==> src/rtl/arinc_tx_pkg.sv <==
package arinc_tx_pkg;
    localparam int BUS_W   = 16;
    localparam int WORD_W  = 31;
    localparam int FRAME_W = WORD_W + 1;

    typedef enum logic [1:0] {
        ST_IDLE,
        ST_MARK,
        ST_SPACE,
        ST_GAP
    } tx_state_t;
endpackage

==> src/rtl/arinc_tx_loader.sv <==
module arinc_tx_loader
    import arinc_tx_pkg::*;
(
    input  logic              clk,
    input  logic              rst_n,
    input  logic              lo_stb,
    input  logic              hi_stb,
    input  logic [BUS_W-1:0]  bus_in,
    output logic              push,
    output logic [WORD_W-1:0] word
);
    logic [BUS_W-1:0] held;
    logic             pending;

    always_ff @(posedge clk or negedge rst_n) begin
        if (!rst_n) begin
            held    <= '0;
            pending <= 1'b0;
        end else if (lo_stb) begin
            held    <= bus_in;
            pending <= 1'b1;
        end else if (hi_stb) begin
            pending <= 1'b0;
        end
    end

    assign push = hi_stb && pending && !lo_stb;

    // word[k-1] carries ARINC bit k
    for (genvar k = 1; k <= 8; k++) begin : g_label
        assign word[k-1] = held[8-k];
    end
    for (genvar k = 9; k <= 13; k++) begin : g_sdi
        assign word[k-1] = held[k+2];
    end
    for (genvar k = 14; k <= 29; k++) begin : g_upper
        assign word[k-1] = bus_in[k-14];
    end
    assign word[29] = held[9];
    assign word[30] = held[10];
endmodule

==> src/rtl/arinc_tx_fifo.sv <==
module arinc_tx_fifo #(
    parameter int DEPTH = 8,
    parameter int W     = 31
) (
    input  logic         clk,
    input  logic         rst_n,
    input  logic         wr_en,
    input  logic [W-1:0] wr_data,
    input  logic         rd_en,
    output logic [W-1:0] rd_data,
    output logic         empty,
    output logic         full
);
    localparam int PTR_W = (DEPTH > 1) ? $clog2(DEPTH) : 1;
    localparam int CNT_W = $clog2(DEPTH + 1);

    logic [W-1:0]     mem [DEPTH];
    logic [PTR_W-1:0] wptr, rptr;
    logic [CNT_W-1:0] count;
    logic             do_wr, do_rd;

    assign empty  = (count == '0);
    assign full   = (count == CNT_W'(DEPTH));
    assign do_wr  = wr_en && !full;
    assign do_rd  = rd_en && !empty;
    assign rd_data = mem[rptr];

    always_ff @(posedge clk) begin
        if (do_wr) mem[wptr] <= wr_data;
    end

    always_ff @(posedge clk or negedge rst_n) begin
        if (!rst_n) begin
            wptr  <= '0;
            rptr  <= '0;
            count <= '0;
        end else begin
            if (do_wr) wptr <= (wptr == PTR_W'(DEPTH-1)) ? '0 : wptr + 1'b1;
            if (do_rd) rptr <= (rptr == PTR_W'(DEPTH-1)) ? '0 : rptr + 1'b1;
            count <= count + CNT_W'(do_wr) - CNT_W'(do_rd);
        end
    end


    no_overflow_chk: assert property (@(posedge clk) disable iff (!rst_n)
        (wr_en && full && !rd_en) |=> $stable(count));


    depth_bound_chk: assert property (@(posedge clk) disable iff (!rst_n)
        count <= CNT_W'(DEPTH));
endmodule

==> src/rtl/arinc_tx_rate.sv <==
module arinc_tx_rate #(
    parameter int DIV_FAST = 10,
    parameter int DIV_SLOW = 80
) (
    input  logic clk,
    input  logic rst_n,
    input  logic slow,
    output logic tick_out
);
    localparam int CW = $clog2(DIV_SLOW);

    logic [CW-1:0] cnt;
    logic [CW-1:0] div;

    assign div      = slow ? CW'(DIV_SLOW) : CW'(DIV_FAST);
    assign tick_out = (cnt < (div >> 1));

    always_ff @(posedge clk or negedge rst_n) begin
        if (!rst_n)                 cnt <= '0;
        else if (cnt >= div - 1'b1) cnt <= '0;
        else                        cnt <= cnt + 1'b1;
    end
endmodule

==> src/rtl/arinc_tx_queue.sv <==
module arinc_tx_queue
    import arinc_tx_pkg::*;
#(
    parameter int DEPTH    = 8,
    parameter int DIV_FAST = 10,
    parameter int DIV_SLOW = 80,
    parameter int GAP_BITS = 4
) (
    input  logic             clk,
    input  logic             rst_n,
    input  logic             lo_stb,
    input  logic             hi_stb,
    input  logic [BUS_W-1:0] bus_in,
    input  logic             tx_go,
    input  logic             slow_rate,
    input  logic             par_even,
    output logic             line_one,
    output logic             line_zero,
    output logic             tx_ready,
    output logic             tick_out
);
    localparam int PH_W  = $clog2(GAP_BITS * DIV_SLOW);
    localparam int BIT_W = $clog2(FRAME_W);

    logic              push, empty, full, start, parity;
    logic [WORD_W-1:0] in_word, head_word;

    tx_state_t          state, state_nx;
    logic [PH_W-1:0]    phase, phase_nx, half_len, gap_len;
    logic [BIT_W-1:0]   bitn, bitn_nx;
    logic [FRAME_W-1:0] shreg, shreg_nx;
    logic               slow_w, slow_w_nx;

    arinc_tx_loader u_loader (
        .clk(clk), .rst_n(rst_n), .lo_stb(lo_stb), .hi_stb(hi_stb),
        .bus_in(bus_in), .push(push), .word(in_word)
    );

    arinc_tx_fifo #(.DEPTH(DEPTH), .W(WORD_W)) u_fifo (
        .clk(clk), .rst_n(rst_n), .wr_en(push), .wr_data(in_word),
        .rd_en(start), .rd_data(head_word), .empty(empty), .full(full)
    );

    arinc_tx_rate #(.DIV_FAST(DIV_FAST), .DIV_SLOW(DIV_SLOW)) u_rate (
        .clk(clk), .rst_n(rst_n), .slow(slow_rate), .tick_out(tick_out)
    );

    assign half_len = slow_w ? PH_W'(DIV_SLOW/2) : PH_W'(DIV_FAST/2);
    assign gap_len  = slow_w ? PH_W'(GAP_BITS*DIV_SLOW) : PH_W'(GAP_BITS*DIV_FAST);
    assign parity   = par_even ^ ~(^head_word);
    assign start    = tx_go && !empty &&
                      (state == ST_IDLE ||
                       (state == ST_GAP && phase == gap_len - 1'b1));

    always_ff @(posedge clk or negedge rst_n) begin
        if (!rst_n) begin
            state  <= ST_IDLE;
            phase  <= '0;
            bitn   <= '0;
            shreg  <= '0;
            slow_w <= 1'b0;
        end else begin
            state  <= state_nx;
            phase  <= phase_nx;
            bitn   <= bitn_nx;
            shreg  <= shreg_nx;
            slow_w <= slow_w_nx;
        end
    end

    always_comb begin
        state_nx  = state;
        phase_nx  = phase + 1'b1;
        bitn_nx   = bitn;
        shreg_nx  = shreg;
        slow_w_nx = slow_w;
        if (start) begin
            state_nx  = ST_MARK;
            phase_nx  = '0;
            bitn_nx   = '0;
            shreg_nx  = {parity, head_word};
            slow_w_nx = slow_rate;
        end else begin
            unique case (state)
                ST_IDLE: phase_nx = '0;
                ST_MARK: begin
                    if (phase == half_len - 1'b1) begin
                        state_nx = ST_SPACE;
                        phase_nx = '0;
                    end
                end
                ST_SPACE: begin
                    if (phase == half_len - 1'b1) begin
                        phase_nx = '0;
                        if (bitn == BIT_W'(FRAME_W-1)) begin
                            state_nx = ST_GAP;
                        end else begin
                            state_nx = ST_MARK;
                            bitn_nx  = bitn + 1'b1;
                            shreg_nx = {1'b0, shreg[FRAME_W-1:1]};
                        end
                    end
                end
                ST_GAP: begin
                    if (phase == gap_len - 1'b1) begin
                        state_nx = ST_IDLE;
                        phase_nx = '0;
                    end
                end
            endcase
        end
    end

    always_comb begin
        line_one  = (state == ST_MARK) &&  shreg[0];
        line_zero = (state == ST_MARK) && !shreg[0];
        tx_ready  = (state == ST_IDLE) && empty;
    end


    lines_excl_chk: assert property (@(posedge clk) disable iff (!rst_n)
        $onehot0({line_one, line_zero}));


    ready_fall_chk: assert property (@(posedge clk) disable iff (!rst_n)
        $fell(tx_ready) |-> $past(push));


    ready_quiet_chk: assert property (@(posedge clk) disable iff (!rst_n)
        tx_ready |-> (!line_one && !line_zero));


    start_chk: assert property (@(posedge clk) disable iff (!rst_n)
        (state == ST_IDLE && tx_go && !empty) |=> (line_one || line_zero));
endmodule

==> config.mk <==
export PLATFORM = sky130hd
export DESIGN_NAME = arinc_tx_queue
export DESIGN_NICKNAME = d
export VERILOG_FILES = /design/src/rtl/arinc_tx_pkg.sv /design/src/rtl/arinc_tx_loader.sv /design/src/rtl/arinc_tx_fifo.sv /design/src/rtl/arinc_tx_rate.sv /design/src/rtl/arinc_tx_queue.sv
export SDC_FILE = /design/constraint.sdc
export NUM_CORES = 1
export LEC_CHECK = 0
export ABC_CLOCK_PERIOD_IN_PS = 10900
export BUFFER_PORTS_ARGS = -buffer_cell sky130_fd_sc_hd__buf_2
export CORE_MARGIN = 3
export CORE_UTILIZATION = 65
export DETAILED_ROUTE_END_ITERATION = 12
export PLACE_DENSITY = 0.82
export REMOVE_ABC_BUFFERS = 1
export SLEW_MARGIN = 0
export SYNTH_ARGS = -nofsm -noshare
export SYNTH_HDL_FRONTEND = slang
export SYNTH_HIERARCHICAL = 1
export SYNTH_SLANG_ARGS = --single-unit
==> constraint.sdc <==
create_clock -name clk -period 10.9 [get_ports clk]
set_input_delay 2.18 -clock clk [delete_from_list [all_inputs] [get_ports clk]]
set_output_delay 2.18 -clock clk [all_outputs]
set_load 0.05 [all_outputs]
==> results_dict.tcl <==
set metrics [dict create \
    worst_setup_path_start_kind "input port" \
    combPwrFrac_pct 35.3 \
    ant_nets 0 \
    via_per_inst 6.280 \
    grt_max_degree 72 \
    firstDrtPassIters 6 \
    p_switching_w 0.001372 \
    total_power_w 0.004305 \
    die_height_um 153.9 \
    cp_slowest_cell "ha_1" \
    post-dp-hpwl_um 14250 \
    peakVddDrop_v 0.0001564 \
    syn-cell-area_sq_mm 0.01422 \
    crit_path_frequent_cell "buf_2" \
    io-pin-count 27 \
    grt_pass1_wl_um 42060 \
    endpoint_kind "output pin" \
    antenna_found_initial 0 \
    fin_util_pct 73.01 \
    first_global_vias 7404 \
    leakage_nw 5.533 \
    htree_levels 2 \
    avgSynthCellArea_sq_um 18.05 \
    worst-path-buf-inv 3 \
    drtIter0Drc 501 \
    critPathRequiredTime_ns 8.72 \
    setup_slack_ns 5.403 \
    post-route-period-util_pct 50.43 \
    hold_viol_final 0 \
    routed_wl_um 26070 \
    p_clk_share_pct 26.1 \
    fin_nets 864 \
    cts_tree "done" \
    postCtsHoldBufs 0 \
    setup_tns_ns 0 \
    path_max_fanout 5 \
    rsz0062_at_grt "false" \
    cts_sinks 330 \
    post-place-ws_ns 5.413 \
    numPortBuffers 26 \
    ys_warn_count 6 \
    row_count 53 \
    max_freq_ghz 0.1819 \
    crit_type "input port to output pin" \
    arrival_ns 3.32 \
    post_cts_buffers 0 \
    status "finished clean" \
    cpLargestDelayFamily "buffers and inverters" \
    crit_path_cell_trace "buf_2, inv_1, ha_1, nor2_1, o21ai_0, a21o_1, buf_2" \
    grt_usage_pct 22.86 \
    max_slew.worst_pin.slew_ns 1.180 \
    slew_headroom_pct 21.12 \
    clock_path_buffers 3 \
    cts_root_buf "clkbuf_16" \
    die-area_sq_mm 0.02369 \
    hold_class "flop to flop" \
    drv_slew 0 \
    routed-via-count 7002 \
    area_growth_pct 9.263 \
    cts_buffers 35 \
    initial_core_util_pct 66.82 \
    internal_power_w 0.002933 \
    clk-insertion-delay-late_ns 0.51 \
    grt_overflow 0 \
    fin_worst_skew_ns 0.01478 \
    slowest_delay_ns 0.34 \
    switching_share_pct 31.87 \
    clkTransAtPathRegs_ns 0.06 \
    syn_inst 788 \
    die_w_um 153.9 \
    core_sq_mm 0.02129 \
    drive_gt1_share_pct 26.55 \
    seq_power_share_pct 38.6 \
    wire_per_inst_um 23.38 \
    gp_congestion 0.8268 \
    period_needed_ns 5.497 \
    cap_violations 0 \
    setup_viol 0 \
    cts_resized 0 \
    p_per_area_mw_per_mm2 277.0 \
    drc 0 \
    antenna-diode-count 0 \
]
==> power groups by stage <==
stage                     logic [W]  registers [W]  clock network [W]
after floorplan             0.00114        0.00170                  0
after global placement      0.00146        0.00167                  0
after detailed placement    0.00152        0.00168                  0
after CTS                   0.00153        0.00166            0.00115
after global routing        0.00165        0.00168            0.00120
final                       0.00152        0.00166            0.00112
==> final cells by class <==
type / instances / area [sq um]
clock buffer: 45 / 953.4
timing repair buffer: 38 / 222.7
tap: 275 / 344.1
multi-input combinational: 395 / 4295
fill: 1220 / 5746
inverter: 15 / 68.82
sequential: 330 / 9504
clock inverter: 17 / 152.6
==> routing by layer <==
layer  GRT usage, %  vias up  part of all wire [%]
met5              0        -                     0
met4          6.224        0                   1.9
met3          3.743       46                   5.0
met2          37.77      223                    51
met1          32.45     3631                    42
li1               -     3102                     -
==> placed cells by master (no fill, tap or decap), drive strengths merged, types with 4 or more instances in the layout <==
| cell | count |
|---|---|
| xnor2 | 36 |
| mux2 | 52 |
| clkinv | 15 |
| o21ai | 38 |
| nor2 | 26 |
| edfxtp | 248 |
| nand3 | 9 |
| dfrtp | 82 |
| inv | 14 |
| buf | 38 |
| nand2b | 6 |
| mux2i | 33 |
| nand4 | 4 |
| and3 | 4 |
| nand2 | 47 |
| nor3 | 8 |
| xor2 | 8 |
| clkbuf | 45 |
| mux4 | 62 |
| a21oi | 7 |
| ha | 25 |
==> registers in the layout (all words and copies together), names as in the netlist, 4 cells and up <==
register,count
bitn,5
phase,9
shreg,32
u_fifo/count,4
u_fifo/mem,248
u_loader/held,15
u_rate/cnt,7
==> through the flow <==
step                      hold WS, ns  std cells  area [sq um]
after floorplan                0.4562        740         13810
after global placement         0.4715       1053         14440
after detailed placement       0.4733       1053         14440
after CTS                      0.4870       1115         15540
after global routing           0.5204       1115         15540
final                          0.4859       1115         15540
==> worst register-to-register path, cell delays in order (launching register included) <==
cell and delay [ns]:
dfrtp_1 0.43, or4_1 0.55, a211oi_2 0.27, a21oi_1 0.11, or3b_1 0.53, clkinv_8 0.36
nand2b_1 0.22, inv_1 0.09, ha_1 0.22, inv_1 0.06, ha_1 0.16, inv_1 0.06
fa_1 0.49, inv_1 0.05
==> worst paths after layout <==
check	startpoint	endpoint	slack, ns	cells after the start
worst min-delay path	u_loader/pending	u_loader/pending	0.49	1
worst min register to register	u_loader/pending	u_loader/pending	0.49	1
worst max register to register	phase[3]	u_fifo/count[1]	7.19	13
worst max-delay path	slow_rate	tick_out	5.40	7
min in group asynchronous	rst_n	bitn[3]	1.63	1
max in group asynchronous	rst_n	shreg[28]	8.21	2
No activity file was read; power rests on OpenSTA's default activity.
